**config.mk**
```make
export PLATFORM = sky130hd
export DESIGN_NAME = gpio_expander
export DESIGN_NICKNAME = d
export VERILOG_FILES = /design/src/rtl/gpx_pkg.sv /design/src/rtl/gpx_host_fsm.sv /design/src/rtl/gpx_regfile.sv /design/src/rtl/gpx_irq.sv /design/src/rtl/gpio_expander.sv
export SDC_FILE = /design/constraint.sdc
export NUM_CORES = 1
export LEC_CHECK = 0
export ABC_AREA = 1
export CAP_MARGIN = 10
export CORE_ASPECT_RATIO = 0.6
export CORE_MARGIN = 1.5
export CORE_UTILIZATION = 54
export CTS_CLUSTER_SIZE = 10
export DETAILED_ROUTE_END_ITERATION = 12
export HOLD_SLACK_MARGIN = 0.02
export PLACE_DENSITY = 0.79
export SETUP_SLACK_MARGIN = 0.2
export SLEW_MARGIN = 25
export SYNTH_ARGS = -nofsm -noshare
export SYNTH_HDL_FRONTEND = slang
export SYNTH_HIERARCHICAL = 1
export SYNTH_SLANG_ARGS = --single-unit
```
**constraint.sdc**
```tcl
create_clock -name clk -period 4.15 [get_ports clk]
set_input_delay 1.0375 -clock clk [delete_from_list [all_inputs] [get_ports clk]]
set_output_delay 1.0375 -clock clk [all_outputs]
set_load 0.01 [all_outputs]
```
**src/rtl/gpx_pkg.sv**
```systemverilog
package gpx_pkg;
    localparam int PINS      = 20;
    localparam int BYTE_W    = 8;
    localparam int NREGS     = 10;
    localparam int AW        = $clog2(NREGS);
    localparam int LAST_ADDR = NREGS - 1;
    localparam int GROUPS    = (PINS + BYTE_W - 1) / BYTE_W;
    localparam int CTL_W     = 3;
    localparam int SPAN_W    = GROUPS * BYTE_W;

    typedef enum logic [1:0] {
        ST_IDLE = 2'd0,
        ST_ADDR = 2'd1,
        ST_DATA = 2'd2
    } host_st_e;

    typedef enum logic [1:0] {
        K_DATA = 2'd0,
        K_MASK = 2'd1,
        K_DIR  = 2'd2,
        K_CTL  = 2'd3
    } reg_kind_e;
endpackage

```
**src/rtl/gpx_host_fsm.sv**
```systemverilog
module gpx_host_fsm
    import gpx_pkg::*;
(
    input  logic              clk,
    input  logic              rst_n,
    input  logic              start,
    input  logic              valid,
    input  logic              write,
    input  logic [BYTE_W-1:0] wdata,
    output host_st_e          state,
    output logic [AW-1:0]     ptr,
    output logic              wr_en,
    output logic              rd_en
);
    host_st_e state_nx;
    logic     byte_take;

    assign byte_take = valid && !start;

    // state register
    always_ff @(posedge clk or negedge rst_n) begin
        if (!rst_n) state <= ST_IDLE;
        else        state <= state_nx;
    end

    always_comb begin
        state_nx = state;
        if (start) begin
            state_nx = ST_ADDR;
        end else begin
            unique case (state)
                ST_IDLE: state_nx = ST_IDLE;
                ST_ADDR: if (valid) state_nx = ST_DATA;
                ST_DATA: state_nx = ST_DATA;
                default: state_nx = ST_IDLE;
            endcase
        end
    end

    // outputs
    always_comb begin
        wr_en = 1'b0;
        rd_en = 1'b0;
        unique case (state)
            ST_IDLE, ST_ADDR: ;
            ST_DATA: begin
                wr_en = byte_take && write;
                rd_en = byte_take && !write;
            end
            default: ;
        endcase
    end

    // address pointer: fold on load, wrap on step
    always_ff @(posedge clk or negedge rst_n) begin
        if (!rst_n) begin
            ptr <= '0;
        end else if (state == ST_ADDR && byte_take) begin
            ptr <= (int'(wdata) > LAST_ADDR) ? '0 : wdata[AW-1:0];
        end else if (state == ST_DATA && byte_take) begin
            ptr <= (int'(ptr) == LAST_ADDR) ? '0 : ptr + 1'b1;
        end
    end
endmodule

```
**src/rtl/gpx_regfile.sv**
```systemverilog
module gpx_regfile
    import gpx_pkg::*;
(
    input  logic              clk,
    input  logic              rst_n,
    input  logic              wr_en,
    input  logic              rd_en,
    input  logic [AW-1:0]     addr,
    input  logic [BYTE_W-1:0] wdata,
    input  logic [PINS-1:0]   pin_sync,
    output logic [PINS-1:0]   out_lat,
    output logic [PINS-1:0]   mask,
    output logic [PINS-1:0]   dir,
    output logic [CTL_W-1:0]  ctl,
    output logic [BYTE_W-1:0] rdata
);
    reg_kind_e        kind;
    logic [1:0]       grp;
    logic [PINS-1:0]  data_view;
    logic [PINS-1:0]  sel_vec;
    logic [SPAN_W-1:0] span;
    logic [BYTE_W-1:0] rd_byte;

    always_comb begin
        if (int'(addr) < GROUPS) begin
            kind = K_DATA; grp = 2'(int'(addr));
        end else if (int'(addr) < 2*GROUPS) begin
            kind = K_MASK; grp = 2'(int'(addr) - GROUPS);
        end else if (int'(addr) < 3*GROUPS) begin
            kind = K_DIR;  grp = 2'(int'(addr) - 2*GROUPS);
        end else begin
            kind = K_CTL;  grp = 2'd0;
        end
    end

    always_ff @(posedge clk or negedge rst_n) begin
        if (!rst_n) begin
            out_lat <= '1;
            mask    <= '0;
            dir     <= '1;
            ctl     <= CTL_W'(3);
        end else if (wr_en) begin
            for (int i = 0; i < PINS; i++) begin
                if (int'(grp) == i / BYTE_W) begin
                    unique case (kind)
                        K_DATA: out_lat[i] <= wdata[i % BYTE_W];
                        K_MASK: mask[i]    <= wdata[i % BYTE_W];
                        K_DIR:  dir[i]     <= wdata[i % BYTE_W];
                        K_CTL:  ;
                        default: ;
                    endcase
                end
            end
            if (kind == K_CTL) ctl <= wdata[CTL_W-1:0];
        end
    end

    assign data_view = (dir & pin_sync) | (~dir & out_lat);

    always_comb begin
        unique case (kind)
            K_DATA:  sel_vec = data_view;
            K_MASK:  sel_vec = mask;
            K_DIR:   sel_vec = dir;
            default: sel_vec = '0;
        endcase
        span = SPAN_W'(sel_vec) >> (int'(grp) * BYTE_W);
        if (kind == K_CTL) rd_byte = BYTE_W'(ctl);
        else               rd_byte = span[BYTE_W-1:0];
    end

    always_ff @(posedge clk or negedge rst_n) begin
        if (!rst_n)     rdata <= '0;
        else if (rd_en) rdata <= rd_byte;
    end
endmodule

```
**src/rtl/gpx_irq.sv**
```systemverilog
module gpx_irq
    import gpx_pkg::*;
(
    input  logic              clk,
    input  logic              rst_n,
    input  logic [PINS-1:0]   pin_in,
    input  logic [PINS-1:0]   dir,
    input  logic [PINS-1:0]   mask,
    input  logic [GROUPS-1:0] clr_grp,
    output logic [PINS-1:0]   pin_sync,
    output logic [PINS-1:0]   pending
);
    logic [PINS-1:0] meta, prev, hit, clr_pin;

    for (genvar i = 0; i < PINS; i++) begin : g_clr
        assign clr_pin[i] = clr_grp[i / BYTE_W];
    end

    assign hit = (pin_sync ^ prev) & dir & ~mask;

    always_ff @(posedge clk or negedge rst_n) begin
        if (!rst_n) begin
            meta     <= '0;
            pin_sync <= '0;
            prev     <= '0;
            pending  <= '0;
        end else begin
            meta     <= pin_in;
            pin_sync <= meta;
            prev     <= pin_sync;
            pending  <= hit | (pending & ~clr_pin);
        end
    end
endmodule

```
**src/rtl/gpio_expander.sv**
```systemverilog
module gpio_expander
    import gpx_pkg::*;
(
    input  logic        clk,
    input  logic        rst_n,
    input  logic        hp_start,
    input  logic        hp_valid,
    input  logic        hp_write,
    input  logic [7:0]  hp_wdata,
    output logic [7:0]  hp_rdata,
    input  logic [19:0] pin_in,
    output logic [19:0] pin_out,
    output logic [19:0] pin_oe,
    output logic [19:0] pin_pu,
    output logic        irq
);
    host_st_e          st;
    logic [AW-1:0]     ptr;
    logic              wr_en, rd_en;
    logic [PINS-1:0]   dir, mask, pin_sync, pending;
    logic [CTL_W-1:0]  ctl;
    logic [GROUPS-1:0] clr_grp;

    gpx_host_fsm u_fsm (
        .clk(clk), .rst_n(rst_n), .start(hp_start), .valid(hp_valid),
        .write(hp_write), .wdata(hp_wdata), .state(st), .ptr(ptr),
        .wr_en(wr_en), .rd_en(rd_en)
    );

    gpx_regfile u_regs (
        .clk(clk), .rst_n(rst_n), .wr_en(wr_en), .rd_en(rd_en),
        .addr(ptr), .wdata(hp_wdata), .pin_sync(pin_sync),
        .out_lat(pin_out), .mask(mask), .dir(dir), .ctl(ctl),
        .rdata(hp_rdata)
    );

    for (genvar g = 0; g < GROUPS; g++) begin : g_grpclr
        assign clr_grp[g] = rd_en && (int'(ptr) == g);
    end

    gpx_irq u_irq (
        .clk(clk), .rst_n(rst_n), .pin_in(pin_in), .dir(dir),
        .mask(mask), .clr_grp(clr_grp), .pin_sync(pin_sync),
        .pending(pending)
    );

    for (genvar i = 0; i < PINS; i++) begin : g_pad
        assign pin_oe[i] = ~dir[i];
        assign pin_pu[i] = dir[i] & ctl[(i < BYTE_W) ? 0 : 1];
    end

    assign irq = (|pending) ? ctl[2] : ~ctl[2];
endmodule

```
# Yosys cells after proc, flatten, opt, wreduce, memory -nomap -nowiden
# Cells that the tools add are included.
[totals] register_bits=157 n_memories=0 elab_cells=131 inputBits=33 latchBits=0 ramBits=0 out_inout_bits=69 romBits=0
[classes] n_bitwise=52 reduce_logical=25 div=0 mux=18 magnitude_cmp=4 add_sub_neg=3 n_shift=1 multipliers=0 eq_ne=11
[op_table] op="$and 20x20->20" n=5
[op_table] op="$not 20->20" n=3
[op_table] op="$pmux 20 s3" n=1
[op_table] op="$or 20x20->20" n=2
[op_table] op="$reduce_and 3->1" n=9
[op_table] op="$not 1->1" n=21
[op_table] op="$and 1x1->1" n=20
[op_table] op="$reduce_or 20->1" n=1
[op_table] op="$shr 20x5->8" n=1
[op_table] op="$xor 20x20->20" n=1
[op_table] op="$mux 4" n=4
[op_table] op="$mux 2" n=7
[op_table] op="$eq 2x2->1 const B" n=5
[op_table] op="$gt 8x4->1 const B" n=1
[op_table] op="$logic_and 1x1->1" n=8
[op_table] op="$mux 8" n=1
[op_table] op="$add 4x1->4 const B" n=1
[op_table] op="$eq 2x1->1 const B" n=2
[op_table] op="$eq 4x2->1 const B" n=1
[op_table] op="$eq 4x3->1 const B" n=1
[op_table] op="$eq 4x4->1 const B" n=1
[op_table] op="$logic_not 2->1" n=2
[op_table] op="$logic_not 4->1" n=1
[op_table] op="$lt 4x2->1 const B" n=1
[op_table] op="9 further kinds" n=14

# Logic depth before layout (Yosys ltp)
# Gate-level depths: netlist of run 1.
[depth] word_depth=8 depth_mapped=14 ltp_nobuf=13

# By module
# The synthesis of run 1 kept the hierarchy.
[by_module_without_submodules] module="gpx_regfile" n_inst=1 cells_each=446 seq_area_each_um2=1829.3 area_per_inst_um2=3659.8
[by_module_without_submodules] module="gpx_irq" n_inst=1 cells_each=263 seq_area_each_um2=2001.9 area_per_inst_um2=2864.0
[by_module_without_submodules] module="gpx_host_fsm" n_inst=1 cells_each=67 seq_area_each_um2=150.1 area_per_inst_um2=466.7
[by_module_without_submodules] module="gpio_expander" n_inst=1 cells_each=90 seq_area_each_um2=0.0 area_per_inst_um2=380.4

# Least setup slack after synthesis of run 1
# No wires, ideal clock.
[synth_path] path_type="input-to-reg" start="input hp_start" end="register u_regs.mask[5]" n_path_buf=1 stages=9 required_time_ps=4026 slack_ps=1695 arrival_time_ps=2331 setup_time_ps=124 cell_sequence="inv_2 -> nand3_2 -> nor2_1 -> inv_1 -> nor2_8 -> nand3_4 -> buf_2 -> nand2_1 -> o21ai_1"
[synth_via] elab_chain_cells=5
[synth_rtl] item="start: declaration" line="gpio_expander.sv:6" text="input logic hp_start,"
[synth_rtl] item="$logic_not 1->1" line="gpx_host_fsm.sv:18" text="assign byte_take = valid && !start;"
[synth_rtl] item="$logic_and 1x1->1" line="gpx_host_fsm.sv:18"
[synth_rtl] item="$logic_and 1x1->1" line="gpx_host_fsm.sv:47" text="wr_en = byte_take && write;"
[synth_rtl] item="$mux 1" line="gpx_host_fsm.sv:44" text="unique case (state)"
[synth_rtl] item="net wr_en" line="gpio_expander.sv:19" text="logic wr_en, rd_en;"
[synth_rtl] item="$reduce_and 3->1 (no source line)"
[synth_rtl] item="end signal: indexed assignment" line="gpx_regfile.sv:47" text="K_MASK: mask[i] <= wdata[i % BYTE_W];"
[synth_rtl] item="end: declaration" line="gpx_regfile.sv:12" text="output logic [PINS-1:0] mask,"
# The timed path passes the listed nets, and every way through them passes these cells.
# A chain may end at the register's enable or synchronous reset.

# Worst setup path after layout of run 1
[layout_path] start="register u_irq.pending[5]" end="output irq"
[layout_via] elab_chain_cells=2
[layout_rtl] item="start: declaration" line="gpx_irq.sv:11" text="output logic [PINS-1:0] pending"
[layout_rtl] item="start signal: assignment" line="gpx_irq.sv:31" text="pending <= hit | (pending & ~clr_pin);"
[layout_rtl] item="$reduce_or 20->1" line="gpio_expander.sv:52" text="assign irq = (|pending) ? ctl[2] : ~ctl[2];"
[layout_rtl] item="$mux 1" line="gpio_expander.sv:52"
[layout_rtl] item="end: declaration" line="gpio_expander.sv:15" text="output logic irq"
# Every way passes these cells.

==> results_dict.tcl, run 1 <==
set metrics [dict create \
    rows 32 \
    final_common_cell "nand2_1" \
    seq_area_frac_synth 0.540 \
    firstDrtPassIters 5 \
    tritoncts "done" \
    die_h_um 93.5 \
    fin_crit_sh 0.737 \
    max_cap_violations 0 \
    cts_max_level 4 \
    synth_fp_nets 903 \
    netlist.area_leader.share 0.390 \
    cts_resized 0 \
    dieArea_sq_mm 0.0144 \
    gp_congestion 0.880 \
    cp.required_ns 3.11 \
    hold_path.class "reg -> reg" \
    area_growth_pct 24.4 \
    layout-drive-gt1-share 0.146 \
    remaining_drc_errors 0 \
    grt.total_usage 0.269 \
    grt_max_degree 98 \
    preCtsSetupSlack_ns 0.972 \
    pin_count 102 \
    dp_hpwl_um 12100 \
    drtIter0Drc 491 \
    whs_path_depth 0 \
    die_x_um 154 \
    tns_ns 0 \
    arrival_ns 2.02 \
    cts_setup_buffers 0 \
    synthTopCellsByArea "dfrtp_1, dfstp_2, nand2_1" \
    numPortBuffers 101 \
    vias_per_cell 5.22 \
    start_kind "flip-flop" \
    worstSetupPathType "reg -> out" \
    endpoint_kind "output pin" \
    finalWorstSetupSlack_ns 1.09 \
    syn_inst 866 \
    drv_slew 0 \
    final_util 0.700 \
    holdBufCountCts 0 \
    fin_worst_skew_ns 0.0112 \
    synth_edf_count 0 \
    clk_pin_slew_ns 0.07 \
    finalNetCount 1011 \
    wire_per_inst_um 15.2 \
    power_leakage_nw 4.12 \
    synth_ff_type "dfrtp_1" \
    syn-cell-area_sq_mm 0.00737 \
    worst_slew_pin_slew_ns 0.977 \
    cellPowerDensity_mw_per_mm2 544 \
    clock_latency_ns 0.42 \
    ant_nets 0 \
    rsz0062_at_grt "no" \
    yosysWarnings 6 \
    relSlewSlack 0.348 \
    period_needed_ns 3.06 \
    wl_um 17600 \
    grt_pass1_vias 5788 \
    synth-seq-cells 157 \
    grt_first_pass_wirelength_um 29500 \
    clock_sinks 157 \
    avgSynthCellArea_sq_um 8.51 \
    hold_violations 0 \
    cts_max_path_buffers 2 \
    setup_viol 0 \
    cts_root_buf "clkbuf_16" \
    synthArstFlopShare 1.00 \
    diodes 0 \
    coreArea_sq_mm 0.0131 \
    overflow 0 \
    max_freq_mhz 327 \
    crit_fanout 2 \
    cts_buffers 17 \
    r2r_cells 12 \
    vias 6039 \
    antenna_found_initial 0 \
    ir_drop_uv 314 \
    layout_common_cells "nand2_1, inv_1, dfrtp_1" \
    yosysTopAreaCell "dfrtp_1" \
    status "finished clean" \
    yosysUniqueCellTypes 35 \
    initial_core_util 0.563 \
]
kinds of logic (layout without fill, tap and decap cells):
group,Yosys count,in the layout,share of synthesized area
simple gates,450,450,0.295
buf+inv,164,285,0.0886
flops,157,157,0.540
compound gates,87,87,0.0635
fa+ha+maj,4,4,0.00679
mux,4,4,0.00577
final timing paths:
kind                             startpoint           endpoint  slack [ns]
max                        u_irq/pending[5]                irq        1.09
min                           u_irq/meta[6]  u_irq/pin_sync[6]        0.35
max reg2reg                    u_fsm/ptr[0]    u_regs/mask[19]        1.38
min reg2reg                   u_irq/meta[6]  u_irq/pin_sync[6]        0.35
max in group asynchronous             rst_n  u_regs/out_lat[4]        2.62
min in group asynchronous             rst_n     u_irq/prev[14]        0.68
per-stage QoR:
stage / instances / cell area [sq um] / power [mW] / hold slack [ns]
floorplan: 866 / 7370 / 2.82 / 0.331
global placement: 1125 / 8540 / 3.30 / 0.332
detailed placement: 1125 / 8540 / 3.32 / 0.335
CTS: 1157 / 9170 / 5.00 / 0.348
global route: 1157 / 9170 / 5.25 / 0.353
finish: 1157 / 9170 / 4.99 / 0.345
area by class of cell:
class	instances	area (sq um)
sequential	157	3980
fill	1004	3920
multi-input combinational	545	2740
timing repair buffer	103	1040
inverter	150	568
clock buffer	19	453
tap	170	213
clock inverter	13	178
cell usage after synthesis (8+ instances only):
| master | n |
|---|---|
| nand4_1 | 9 |
| dfstp_2 | 42 |
| inv_2 | 8 |
| o21ai_0 | 21 |
| nand2_2 | 8 |
| nand3_1 | 59 |
| nor2_4 | 23 |
| inv_1 | 141 |
| buf_2 | 8 |
| o21ai_1 | 52 |
| dfrtp_1 | 115 |
| nand2_1 | 283 |
| nor2_1 | 43 |
flip-flops by register name, summed over array words and instances, names as in the netlist:
signal / flops
u_fsm/ptr: 4
u_fsm/state: 2
u_irq/meta: 20
u_irq/pending: 20
u_irq/pin_sync: 20
u_irq/prev: 20
u_regs/ctl: 3
u_regs/dir: 20
u_regs/mask: 20
u_regs/out_lat: 20
u_regs/rdata: 8
critical path, stage by stage, from the launching register on:
cell	delay [ns]
dfrtp_1	0.39
nor2_1	0.12
nand2_1	0.09
nor2_1	0.23
nand4_1	0.12
nand2_1	0.10
clkdlybuf4s50_1	0.54
power by group:
part           leakage [nW]  switching (mW)  internal [mW]  total (mW)
clock network         0.304           0.659          0.996        1.66
registers              1.78           0.285           1.77        2.06
logic                  2.03           0.807          0.464        1.27
routing by layer:
metal  global-route usage  part of all wire  vias to the layer above
met5                    0                 0                        -
met4               0.0898             0.021                        0
met3               0.0797             0.093                       42
met2                0.400              0.43                      273
met1                0.377              0.45                     2838
li1                     -                 -                     2886
Power figures use the tool's default switching activity.
==> inputs of run 2 (changes only) <==
Settings changed: CORE_UTILIZATION 54 to 50, PLACE_DENSITY 0.79 to 0.77.
Clock period 4.15 ns to 2.6 ns, I/O delays scaled along.
==> results_dict.tcl, run 2 (synthesis results as in run 1) <==
set metrics [dict create \
    tns_ns 0 \
    numPortBuffers 101 \
    vias_per_cell 5.12 \
    gp_congestion 0.849 \
    clock_latency_ns 0.42 \
    setup_viol 0 \
    ant_nets 0 \
    drv_slew 0 \
    vias 6154 \
    cts_root_buf "clkbuf_16" \
    arrival_ns 2.63 \
    grt_pass1_vias 5789 \
    preCtsSetupSlack_ns 0.0576 \
    endpoint_kind "flip-flop" \
    initial_core_util 0.510 \
    fin_crit_sh 0.881 \
    cellPowerDensity_mw_per_mm2 863 \
    cp.required_ns 2.93 \
    internal_power_mw 5.32 \
    p_switching_mw 2.81 \
    start_kind "flip-flop" \
    rsz0062_at_grt "no" \
    switching_share 0.346 \
    grt_max_degree 55 \
    crit_fanout 17 \
    wl_um 18700 \
    dp.cells 1164 \
    antenna_found_initial 0 \
    max_cap_violations 0 \
    dp_hpwl_um 12400 \
    combPwrFrac 0.291 \
    cts_max_level 4 \
    pin_count 102 \
    finalWorstSetupSlack_ns 0.309 \
    finalNetCount 1030 \
    tritoncts "done" \
    max_freq_mhz 436 \
    seqPwrFrac 0.396 \
    fin_worst_skew_ns 0.0109 \
    worst_slew_pin_slew_ns 0.616 \
    fin_cells 1203 \
    clock_sinks 157 \
    status "finished clean" \
    area_growth_pct 27.9 \
    holdBufCountCts 0 \
    cts_buffers 17 \
    wire_per_inst_um 15.5 \
    die_x_um 160 \
    relSlewSlack 0.588 \
    cts_max_path_buffers 2 \
    ir_drop_uv 621 \
    firstDrtPassIters 5 \
    layout_common_cells "nand2_1, inv_1, dfrtp_1" \
    coreArea_sq_mm 0.0145 \
    r2r_cells 11 \
    power_leakage_nw 4.51 \
    pwr-share-clk 0.313 \
    die_h_um 97.1 \
    layout-drive-gt1-share 0.165 \
    final_common_cell "nand2_1" \
    overflow 0 \
    hold_violations 0 \
    rows 34 \
    grt_first_pass_wirelength_um 30200 \
    grt.total_usage 0.251 \
    period_needed_ns 2.29 \
    hold_path.class "in -> async" \
    clk_pin_slew_ns 0.06 \
    worstSetupPathType "reg -> reg" \
    reg2reg_slack_ns 0.31 \
    drtIter0Drc 531 \
    diodes 0 \
    remaining_drc_errors 0 \
    dieArea_sq_mm 0.0155 \
]
-- run 2: cell types whose count changed in the layout (fill, tap and decap cells not counted), moves of 2 or more --
cell	delta
nor2_4	+2
clkinvlp_4	+3
buf_12	+2
nor2_1	-5
buf_6	+2
dlymetal6s2s_1	+15
clkdlybuf4s50_1	-21
inv_6	-5
buf_4	+14
dlygate4sd2_1	+5
clkbuf_1	+3
nor2_2	+3
-- run 2: final timing paths --
path | from | to
setup / recovery | u_fsm/ptr[0] | u_regs/rdata[5]
setup reg to reg | u_fsm/ptr[0] | u_regs/rdata[5]
hold reg to reg | u_irq/meta[8] | u_irq/pin_sync[8]
hold / removal | rst_n | u_irq/meta[14]
min in group clk | u_irq/meta[8] | u_irq/pin_sync[8]
max in group asynchronous | rst_n | u_regs/out_lat[2]
-- run 2: layer usage --
metal  vias to the layer above  share of wire  track usage
li1                       2933              -            -
met2                       272           0.45        0.375
met4                         0         0.0065       0.0682
met5                         -              0            0
met3                        12          0.085       0.0534
met1                      2937           0.46        0.371
-- run 2: area by class of cell --
cell class / instances / area [sq um]
flip-flops and latches: 157 / 3990
inverters: 150 / 568
well taps: 198 / 248
multi-input cells: 545 / 2770
clock buffers: 22 / 464
clock inverters: 9 / 136
fillers: 1211 / 5030
repair buffers: 122 / 1250
-- run 2: critical path: stages, from the launching register on --
cell and delay [ns]:
dfrtp_1 0.42, buf_4 0.20, ha_1 0.21, inv_1 0.15, nand2_8 0.14, clkinv_4 0.07
nand2_2 0.04, nand2_2 0.11, inv_2 0.10, nor2_1 0.49, nand2_1 0.10, o21ai_0 0.16
-- run 2: power by group through the flow --
stage                     logic (mW)  clock network (mW)  registers (mW)
after global routing            2.57                2.68            3.27
after CTS                       2.30                2.57            3.22
final                           2.37                2.55            3.22
after detailed placement        2.15                   0            3.29
after global placement          2.11                   0            3.28
after floorplan                 1.31                   0            3.19
-- run 2: repair_timing --
action,4_1_cts,5_1_grt
buffers inserted,7,1
resized for setup,15,23
pin swaps,0,4
setup endpoints to repair,21,66
-- run 2: metrics by stage --
step | instance area [sq um] | hold WS, ns | util | total power, mW
final | 9430 | 0.178 | 0.652 | 8.13
after CTS | 9350 | 0.187 | 0.647 | 8.09
after detailed placement | 8680 | 0.336 | 0.600 | 5.45
after floorplan | 7370 | 0.331 | - | 4.50
after global placement | 8680 | 0.333 | 0.600 | 5.39
after global routing | 9430 | 0.206 | 0.652 | 8.52
==> inputs of run 3 (changes only) <==
Settings changed: PLACE_DENSITY 0.77 to 0.8.
==> results_dict.tcl, run 3 (synthesis results as in run 1) <==
set metrics [dict create \
    status "finished clean" \
    n_fill_cell 1165 \
    vias_per_cell 5.01 \
    total_power_mw 7.89 \
    grt_pass1_vias 5728 \
    dp_hpwl_um 12300 \
    cp.depth 7 \
    drv_slew 0 \
    final_util 0.646 \
    hold_path.class "in -> async" \
    period_needed_ns 2.30 \
    numPortBuffers 101 \
    overflow 0 \
    dieArea_sq_mm 0.0155 \
    dp.cells 1166 \
    relSlewSlack 0.644 \
    arrival_ns 1.65 \
    holdBufCountCts 0 \
    hold_slack_ns 0.168 \
    die_h_um 97.1 \
    fin_crit_sh 0.884 \
    rows 34 \
    r2r_cells 8 \
    setup_viol 0 \
    cts_max_path_buffers 2 \
    fin_worst_skew_ns 0.00908 \
    worstSetupPathType "reg -> out" \
    diodes 0 \
    r2r-start "u_fsm/ptr[1]" \
    grt_max_degree 57 \
    coreArea_sq_mm 0.0145 \
    layout_common_cells "nand2_1, inv_1, dfrtp_1" \
    start_kind "flip-flop" \
    drtIter0Drc 457 \
    regArea_sq_mm 0.00399 \
    tritoncts "done" \
    cp.required_ns 1.95 \
    initial_core_util 0.510 \
    hold_violations 0 \
    ant_nets 0 \
    area_growth_pct 26.7 \
    cts_root_buf "clkbuf_16" \
    cts_buffers 17 \
    rsz0062_at_grt "no" \
    grt_first_pass_wirelength_um 29700 \
    remaining_drc_errors 0 \
    finalNetCount 1032 \
    tns_ns 0 \
    final_common_cell "nand2_1" \
    reg2reg_slack_ns 0.35 \
    fin_cells 1206 \
    crit_path_top_delay_cell "dfrtp_1" \
    crit_buf_inv 1 \
    power_leakage_nw 4.41 \
    cp_top_family "simple AND/OR/NAND/NOR gates" \
    max_cap_violations 0 \
    ir_drop_uv 441 \
    crit_chain "nor2_2 -> nand2_2 -> nor2_4 -> nand3_1 -> nand2_1 -> nand2_1 -> dlygate4sd2_1" \
    crit_top_cell "nand2_1" \
    grt.total_usage 0.248 \
    pin_count 102 \
    worst_slew_pin_slew_ns 0.534 \
    gp_congestion 0.856 \
    layout-drive-gt1-share 0.166 \
    r2r_end "u_regs/dir[2]" \
    clock_latency_ns 0.42 \
    clock_sinks 157 \
    max_stage_delay_ns 0.39 \
    clk_pin_slew_ns 0.07 \
    cts_max_level 4 \
    endpoint_kind "output pin" \
    wl_um 18100 \
    crit_fanout 2 \
    multi_input_area_sq_mm 0.00275 \
    firstDrtPassIters 6 \
    max_freq_mhz 435 \
    wire_per_inst_um 15.0 \
    die_x_um 160 \
    vias 6038 \
    antenna_found_initial 0 \
    cellPowerDensity_mw_per_mm2 845 \
]
## run 3: cell types whose count changed in the layout (fill, tap and decap cells not counted), moves of 2 or more
cell,change
dlygate4sd2_1,+8
dlymetal6s2s_1,-7
buf_4,+5
clkinv_4,+5
clkinvlp_4,-4
inv_6,+3
buf_12,-2
bufinv_16,-2
nor2_1,+2
## run 3: stage by stage
step | worst slack (ns) | area (sq um)
3_3_place_gp | 0.113 | 8670
4_1_cts | 0.212 | 9300
6_report | 0.301 | 9340
3_5_place_dp | 0.0701 | 8670
5_1_grt | 0.200 | 9340
2_1_floorplan | 0.533 | 7370
## run 3: metal layers
metal	GRT usage	wire length (um)
met5	0	0
met4	0.0668	236
met3	0.0768	1620
met2	0.365	7880
met1	0.356	8320
## run 3: worst max path at each step
stage | from | end | slack (ns)
2_1_floorplan | hp_start | u_regs/mask[5] | 0.53
3_3_place_gp | hp_valid | u_irq/pending[4] | 0.11
3_5_place_dp | hp_valid | u_irq/pending[5] | 0.07
4_1_cts | u_regs/ctl[0] | pin_pu[2] | 0.21
5_1_grt | u_irq/pending[13] | irq | 0.20
6_report | u_irq/pending[14] | irq | 0.30
## run 3: what timing repair did
action,CTS,global route
pin swaps,0,3
gates resized for setup,20,11
setup buffers,6,2
gates cloned,0,0
setup endpoints to repair,21,9
## run 3: where the power goes
part | leakage (nW) | internal, mW | switching, mW
logic | 2.35 | 0.860 | 1.39
registers | 1.78 | 2.84 | 0.393
clock network | 0.278 | 1.37 | 1.04
total | 4.41 | 5.06 | 2.83
## run 3: final cells by class
cell class              count  area share
clock inverters            12      0.0137
repair buffers            124       0.130
well taps                 198      0.0265
multi-input cells         545       0.295
inverters                 150      0.0608
flip-flops and latches    157       0.427
clock buffers              20      0.0478
